### config.mk
export PLATFORM = sky130hd
export DESIGN_NAME = wdog_apb_timer
export DESIGN_NICKNAME = d
export VERILOG_FILES = /design/src/rtl/wdog_pkg.sv /design/src/rtl/wdog_apb_if.sv /design/src/rtl/wdog_ctrl_fsm.sv /design/src/rtl/wdog_counter.sv /design/src/rtl/wdog_apb_timer.sv
export SDC_FILE = /design/constraint.sdc
export NUM_CORES = 1
export LEC_CHECK = 0
export BUFFER_PORTS_ARGS = -buffer_cell sky130_fd_sc_hd__buf_2
export CORE_MARGIN = 8
export CORE_UTILIZATION = 61
export CTS_CLUSTER_DIAMETER = 200
export DETAILED_ROUTE_END_ITERATION = 8
export GPL_TIMING_DRIVEN = 0
export PLACE_DENSITY = 0.94
export SLEW_MARGIN = 20
export SYNTH_ARGS = -nofsm -noshare
export SYNTH_HDL_FRONTEND = slang
export SYNTH_SLANG_ARGS = --single-unit
### constraint.sdc
create_clock -name pclk -period 7.95 [get_ports pclk]
set_input_delay 0.795 -clock pclk [delete_from_list [all_inputs] [get_ports pclk]]
set_output_delay 0.795 -clock pclk [all_outputs]
set_load 0.01 [all_outputs]
### src/rtl/wdog_pkg.sv
package wdog_pkg;

    typedef enum logic [1:0] {
        ST_IDLE   = 2'd0,
        ST_RUN    = 2'd1,
        ST_LOCKED = 2'd2
    } wdog_state_e;

    // word index within the register window; the order is the address map
    typedef enum logic [2:0] {
        REG_RELOAD = 3'd0,
        REG_COUNT  = 3'd1,
        REG_CTRL   = 3'd2,
        REG_CLEAR  = 3'd3,
        REG_STATUS = 3'd4
    } wdog_reg_e;

endpackage

### src/rtl/wdog_apb_if.sv
module wdog_apb_if
    import wdog_pkg::*;
#(
    parameter int ADDR_W = 12,
    parameter int DATA_W = 32
) (
    input  logic              psel,
    input  logic              penable,
    input  logic              pwrite,
    input  logic [ADDR_W-1:0] paddr,
    input  logic [DATA_W-1:0] reload_q,
    input  logic [DATA_W-1:0] count_q,
    input  logic              enabled,
    input  logic              pending,
    output logic [DATA_W-1:0] prdata,
    output logic              wr_any,
    output logic              wr_reload,
    output logic              wr_ctrl,
    output logic              wr_clear
);
    localparam int IDX_W = ADDR_W - 2;

    logic [IDX_W-1:0] word_idx;
    logic             aligned;
    logic             access;

    assign word_idx = paddr[ADDR_W-1:2];
    assign aligned  = (paddr[1:0] == 2'b00);
    assign access   = psel & penable;

    assign wr_any    = access & pwrite;
    assign wr_reload = wr_any & aligned & (word_idx == IDX_W'(REG_RELOAD));
    assign wr_ctrl   = wr_any & aligned & (word_idx == IDX_W'(REG_CTRL));
    assign wr_clear  = wr_any & aligned & (word_idx == IDX_W'(REG_CLEAR));

    always_comb begin
        prdata = '0;
        if (psel && !pwrite && aligned) begin
            case (word_idx)
                IDX_W'(REG_RELOAD): prdata = reload_q;
                IDX_W'(REG_COUNT):  prdata = count_q;
                IDX_W'(REG_CTRL):   prdata = DATA_W'(enabled);
                IDX_W'(REG_STATUS): prdata = DATA_W'(pending);
                default:            prdata = '0;
            endcase
        end
    end

endmodule

### src/rtl/wdog_ctrl_fsm.sv
module wdog_ctrl_fsm
    import wdog_pkg::*;
#(
    parameter bit LOCK_MODE = 1'b0
) (
    input  logic clk,
    input  logic rstn,
    input  logic wr_ctrl,
    input  logic ctrl_bit,
    output logic enabled,
    output logic arm_pulse
);
    wdog_state_e state_q;
    wdog_state_e state_d;

    always_ff @(posedge clk or negedge rstn) begin
        if (!rstn) state_q <= ST_IDLE;
        else       state_q <= state_d;
    end

    always_comb begin
        state_d   = state_q;
        arm_pulse = 1'b0;
        unique case (state_q)
            ST_IDLE: begin
                if (wr_ctrl && ctrl_bit) begin
                    arm_pulse = 1'b1;
                    state_d   = LOCK_MODE ? ST_LOCKED : ST_RUN;
                end
            end
            ST_RUN: begin
                if (wr_ctrl && !ctrl_bit) state_d = ST_IDLE;
            end
            ST_LOCKED: begin
                state_d = ST_LOCKED;
            end
            default: state_d = ST_IDLE;
        endcase
    end

    assign enabled = (state_q != ST_IDLE);

    generate
        if (LOCK_MODE) begin : g_lock
            AST_LOCK_STICKY: assert property (@(posedge clk) disable iff (!rstn)
                enabled |=> enabled);
        end else begin : g_free
            AST_DISARM_STOPS: assert property (@(posedge clk) disable iff (!rstn)
                (wr_ctrl && !ctrl_bit) |=> !enabled);
        end
    endgenerate

endmodule

### src/rtl/wdog_counter.sv
module wdog_counter #(
    parameter int DATA_W = 32
) (
    input  logic              clk,
    input  logic              rstn,
    input  logic              tick_en,
    input  logic              enabled,
    input  logic              arm_pulse,
    input  logic              wr_any,
    input  logic              wr_reload,
    input  logic              wr_clear,
    input  logic [DATA_W-1:0] wdata,
    output logic [DATA_W-1:0] reload_q,
    output logic [DATA_W-1:0] count_q,
    output logic              pending
);
    localparam logic [DATA_W-1:0] ONE = DATA_W'(1);

    always_ff @(posedge clk or negedge rstn) begin
        if (!rstn) begin
            reload_q <= '1;
            count_q  <= '1;
            pending  <= 1'b0;
        end else if (wr_any) begin
            if (wr_reload) begin
                reload_q <= wdata;
                count_q  <= wdata;
            end
            if (arm_pulse) count_q <= reload_q;
            if (wr_clear) begin
                count_q <= reload_q;
                pending <= 1'b0;
            end
        end else if (enabled && tick_en) begin
            if (count_q == '0) begin
                count_q <= reload_q;
                pending <= 1'b1;
            end else begin
                count_q <= count_q - ONE;
                if (count_q == ONE) pending <= 1'b1;
            end
        end
    end

    AST_HOLD_WHEN_OFF: assert property (@(posedge clk) disable iff (!rstn)
        (!enabled && !wr_any) |=> $stable(count_q));
    AST_RELOAD_WRITE: assert property (@(posedge clk) disable iff (!rstn)
        wr_reload |=> (count_q == $past(wdata)));
    AST_DEC_BY_ONE: assert property (@(posedge clk) disable iff (!rstn)
        (enabled && tick_en && !wr_any && count_q > ONE) |=> (count_q == $past(count_q) - ONE));
    AST_EXPIRE_FLAG: assert property (@(posedge clk) disable iff (!rstn)
        (enabled && tick_en && !wr_any && count_q == ONE) |=> pending);
    AST_ROLLOVER: assert property (@(posedge clk) disable iff (!rstn)
        (enabled && tick_en && !wr_any && count_q == '0) |=> (pending && count_q == $past(reload_q)));
    AST_CLEAR: assert property (@(posedge clk) disable iff (!rstn)
        wr_clear |=> (!pending && count_q == $past(reload_q)));

endmodule

### src/rtl/wdog_apb_timer.sv
module wdog_apb_timer #(
    parameter int ADDR_W    = 12,
    parameter int DATA_W    = 32,
    parameter bit LOCK_MODE = 1'b0
) (
    input  logic              pclk,
    input  logic              presetn,
    input  logic              psel,
    input  logic              penable,
    input  logic              pwrite,
    input  logic [ADDR_W-1:0] paddr,
    input  logic [DATA_W-1:0] pwdata,
    output logic [DATA_W-1:0] prdata,
    output logic              pready,
    output logic              pslverr,
    input  logic              tick_en,
    output logic              wdog_irq
);
    logic [DATA_W-1:0] reload_q;
    logic [DATA_W-1:0] count_q;
    logic              enabled;
    logic              pending;
    logic              arm_pulse;
    logic              wr_any;
    logic              wr_reload;
    logic              wr_ctrl;
    logic              wr_clear;

    wdog_apb_if #(.ADDR_W(ADDR_W), .DATA_W(DATA_W)) u_apb (
        .psel      (psel),
        .penable   (penable),
        .pwrite    (pwrite),
        .paddr     (paddr),
        .reload_q  (reload_q),
        .count_q   (count_q),
        .enabled   (enabled),
        .pending   (pending),
        .prdata    (prdata),
        .wr_any    (wr_any),
        .wr_reload (wr_reload),
        .wr_ctrl   (wr_ctrl),
        .wr_clear  (wr_clear)
    );

    wdog_ctrl_fsm #(.LOCK_MODE(LOCK_MODE)) u_fsm (
        .clk       (pclk),
        .rstn      (presetn),
        .wr_ctrl   (wr_ctrl),
        .ctrl_bit  (pwdata[0]),
        .enabled   (enabled),
        .arm_pulse (arm_pulse)
    );

    wdog_counter #(.DATA_W(DATA_W)) u_cnt (
        .clk       (pclk),
        .rstn      (presetn),
        .tick_en   (tick_en),
        .enabled   (enabled),
        .arm_pulse (arm_pulse),
        .wr_any    (wr_any),
        .wr_reload (wr_reload),
        .wr_clear  (wr_clear),
        .wdata     (pwdata),
        .reload_q  (reload_q),
        .count_q   (count_q),
        .pending   (pending)
    );

    assign pready   = 1'b1;
    assign pslverr  = 1'b0;
    assign wdog_irq = pending & enabled;

    AST_WRITE_BEATS_TICK: assert property (@(posedge pclk) disable iff (!presetn)
        (wr_reload && tick_en) |=> (count_q == $past(pwdata)));

endmodule

== Word-level counts from Yosys, hierarchy flattened ==
Cells that the tools add are included.

* Memories: 0
* Bits in writable memories: 0
* Bits in latches: 0
* Register bits after elaboration: 67
* Memory bits (read-only): 0

* Eq/ne operators: 11
* Muxes and demuxes: 18
* Order comparisons: 0
* Multipliers: 0
* Bitwise gates (word level): 7
* Divide/modulo/power cells: 0
* Shifts and indexed selects: 0
* Reductions and logical operators: 18
* Add/subtract/negate cells: 1

{| class="wikitable"
|+ Operators with widths
! kind !! count
|-
| $mux 32 || 7
|-
| $pmux 32 s4 || 1
|-
| $eq 32x1->1 const B || 1
|-
| $logic_not 32->1 || 1
|-
| $sub 32x1->32 const B || 1
|-
| $eq 10x2->1 const B || 2
|-
| $eq 10x1->1 const B || 1
|-
| $eq 10x3->1 const B || 1
|-
| $logic_not 10->1 || 1
|-
| $and 1x1->1 || 7
|-
| $mux 1 || 7
|-
| $pmux 2 s3 || 1
|-
| $reduce_and 2->1 || 3
|-
| $logic_and 1x1->1 || 5
|-
| $logic_not 2->1 || 2
|-
| $mux 2 || 2
|-
| $ne 2x1->1 const B || 2
|-
| $ne 4x4->1 const B || 1
|-
| $reduce_bool 2->1 || 2
|-
| $reduce_and 3->1 || 1
|-
| $reduce_bool 3->1 || 1
|-
| $eq 2x1->1 const B || 1
|-
| $eq 2x2->1 const B || 1
|-
| $logic_not 1->1 || 2
|-
| $ne 2x2->1 const B || 1
|}

== Logic depth before layout (Yosys ltp) ==
* Word-level depth: 10
* Depth in mapped cells: 9

== By module ==
From an unflattened synthesis, not the netlist that was laid out.

* Cell total of the unflattened synthesis: 538
* Area total of the unflattened synthesis: 4792.1 um2

{| class="wikitable"
|+ Modules (own cells, without submodules)
! module !! cells an instance !! times used !! sequential area each (um2) !! area an instance (um2)
|-
| wdog_counter || 434 || 1 || 1706.6 || 4018.9
|-
| wdog_apb_if || 91 || 1 || 0.0 || 655.6
|-
| wdog_ctrl_fsm || 8 || 1 || 50.0 || 88.8
|-
| wdog_apb_timer || 5 || 1 || 0.0 || 28.8
|}

== Worst setup path before layout ==
OpenSTA, ideal clock, no wires.

* Kind: input port to output port
* Start: input port paddr[9]
* End: output port prdata[10]
* Cell stages on the path: 6
* Data arrival time: 2.512 ns
* Path slack: 4.643 ns
* Required time: 7.155 ns
* Cell sequence: nor4_1 -> nand2_1 -> nor3b_1 -> clkbuf_1 -> a22oi_1 -> nor2_1

* Longest elaborated chain between the ends: 3
* Elaborated cells on any way between the ends: 6
* Classes of those cells: eq/ne: 3; mux: 2; reduce/logical: 1

{| class="wikitable"
|+ RTL lines
! element !! line !! RTL
|-
| start, declared || wdog_apb_timer.sv:11 || <nowiki>input logic [ADDR_W-1:0] paddr,</nowiki>
|-
| $eq 10x3->1 (tied with other cells) || wdog_apb_if.sv:39 || <nowiki>case (word_idx)</nowiki>
|-
| $pmux 32 s4 (*) || wdog_apb_if.sv:39 ||
|-
| $mux 32 (*) || wdog_apb_if.sv:38 || <nowiki>if (psel && !pwrite && aligned) begin</nowiki>
|-
| end, declared || wdog_apb_timer.sv:13 || <nowiki>output logic [DATA_W-1:0] prdata,</nowiki>
|}

Mark *: on every way between the ends. The rest lies on a longest branch, timed or not.

== Worst setup path in the final report ==
* Start: input port paddr[9]
* End: output port prdata[23]

Same word-level chain as after synthesis.

==> metrics.txt <==
final hold viol count 0; CTS tree done; Post-synth ARST share 1.00; PwrDens 125 nW/µm²; clock tree root buffer cell clkbuf_8; clock latency on the worst-skew pair 0.34 ns; post-synth cell types 61; top-area cell type share of the netlist area 0.360; Worst-path clk slew 0.07 ns; CTS Buffer Depth 2; YS warnings 0; share of layout cells above drive strength 1 0.250; Die Ht 104 µm; final instance count without filler cells 799; DRT Pass-1 Iters 6; Post-Place Cell Area 5220 µm²; CTS Hold Bufs 0; largest net degree at the start of global routing 37; I/O Pins 85; Seq/Total Area, Yosys 0.376; largest area contributor in the netlist dfstp_2; CP max stage delay 0.90 ns; Core Region 7570 µm²; fmax 0.228 GHz; GPL Wtd Cong 0.988; TritonCTS Buffers 9; Slowest-stage cell, CP nor4_1; Syn-to-layout area delta 15.1%; Worst-Margin Slew 1.23 ns; Worst Path Max Fanout 10; RSZ-0062 raised after global routing no; Rows 32; commonest cells after routing, fill and taps aside nand2_1 (121), buf_2 (81), nor2_1 (67); most frequent CP cell buf_2; first-pass GRT wire length 26.7 mm; most common cell after layout, fill and taps aside nand2_1; DP Worst Slack 3.76 ns; final antenna-violating net count 0; dpl cells 784; period utilization 0.551; Vias 5389; hpwl dp 12.0 mm; top_reg_cell synth dfstp_2; wirelength, routed 16.7 mm; gr ovfl total 0; post-synthesis cell count 602; post-route cell area 5380 µm²; CTS resizes 0; # Max-Cap Violations 0; Mapped Nets 654; Post-synth EDFFs 0; Total Nets Final 745; #FFs+latches synth 67; # setup viols final 0; Port Buffers 79; CP required 7.15 ns; Routed WL per cell 20.9 µm; Setup CP Type input port to output pin; initial DRC count 675; htree depth 3; max_slew headroom 0.177; Setup Buffers After CTS 0; Final Critical Period 4.38 ns; Leakage 2.21 nW; maximum VDD drop 100 µV; number of global-route vias before repair 5183; Overall Global Routing Usage 0.301; HP Class input port to async pin; setup TNS 0 ns; ranking of synthesized cells by area dfstp_2 (36%), nand2_1 (9.7%), a22oi_1 (6.4%), nor2_1 (5.4%), o21ai_0 (4.2%); die width 104 µm; clock skew 0.00865 ns; mapped cell area 4680 µm²; CP arrival 3.58 ns; status completed; die area 10700 µm²; final hold slack 0.404 ns; drt drc 0; fin worst setup slack 3.57 ns; via-per-instance ratio 6.74; CP cell instances buf_2 > nor4_1 > nand2_1 > nor3b_1 > clkbuf_1 > a22oi_1 > nor2_1 > buf_2; initial antenna violation count 0; crit start category input port; pins over their slew limit 0; Initial Util 0.618; diode count 0; syn avg cell area 7.77 µm²; CTS sink count 67; CP Capture Type output pin
-- flip-flops by register name, summed over array words and instances, names as in the netlist --
register / flops
u_cnt.count_q: 32
u_cnt.pending: 1
u_fsm.state_q: 2
u_cnt.reload_q: 32
-- where the power goes --
group / switching [W] / internal (W) / leakage (nW)
combinational: 0.0000394 / 0.0000261 / 1.43
sequential: 0.00000570 / 0.000349 / 0.703
clock: 0.000131 / 0.000120 / 0.0795
-- synthesized netlist by cell type (8+ instances only) --
| cell type | count |
|---|---|
| nor2_1 | 67 |
| nor3_1 | 16 |
| nand2_1 | 121 |
| o21ai_0 | 39 |
| a22oi_1 | 40 |
| a31oi_1 | 11 |
| dfstp_2 | 64 |
| nand3_1 | 12 |
| nor4_1 | 9 |
| a21oi_1 | 24 |
| inv_1 | 10 |
| clkbuf_1 | 38 |
| o211ai_1 | 8 |
| nand4_1 | 11 |
-- per-stage QoR --
stage / utilization / total power [W]
2_1_floorplan: - / 0.000390
3_3_place_gp: 0.687 / 0.000420
3_5_place_dp: 0.690 / 0.000423
4_1_cts: 0.711 / 0.000669
5_1_grt: 0.711 / 0.000691
6_report: 0.711 / 0.000672
-- cell type report --
cell class / count / area (µm²)
multi-input combinational: 480 / 2700
fill: 623 / 2180
sequential: 67 / 1760
timing repair buffer: 80 / 418
buffer: 45 / 184
clock buffer: 13 / 149
tap: 102 / 128
inverter: 10 / 37.5
clock inverter: 2 / 12.5
-- final timing paths --
| kind | from | to | slack, ns | cells past startpoint |
|---|---|---|---|---|
| max | paddr[9] | prdata[23] | 3.57 | 8 |
| min | presetn | u_cnt.pending | 0.40 | 1 |
| max reg2reg | u_fsm.state_q[0] | u_cnt.count_q[26] | 4.80 | 6 |
| min reg2reg | u_cnt.reload_q[14] | u_cnt.reload_q[14] | 0.47 | 2 |
| max in group asynchronous | presetn | u_cnt.reload_q[22] | 6.96 | 2 |
| min in group pclk | u_cnt.reload_q[14] | u_cnt.reload_q[14] | 0.47 | 2 |
-- routing by layer --
| metal | vias up | part of all wire | global-route usage |
|---|---|---|---|
| met5 | - | 0 | 0 |
| met2 | 452 | 0.46 | 0.473 |
| met1 | 2468 | 0.38 | 0.381 |
| li1 | 2387 | - | - |
| met4 | 0 | 0.041 | 0.149 |
| met3 | 82 | 0.12 | 0.0688 |
-- logic make-up (layout without fill, tap and decap cells) --
group,count (synthesis),after routing,synth area share
xor gates and xnor gates,4,4,0.00749
DFF,67,67,0.376
muxes,8,8,0.0177
adders and majority gates,2,2,0.00535
buffers and inverters,55,150,0.0474
and+or+nand+nor,284,284,0.284
other,2,2,0.00161
AOI/OAI and AO/OA,180,180,0.261
-- worst max-delay path, delay by kind of cell --
family / cells / cell delay [ns]
compound gates: 1 / 0.16
simple gates: 4 / 1.87
buf+inv: 3 / 0.74
No activity file was read; power rests on OpenSTA's default activity.
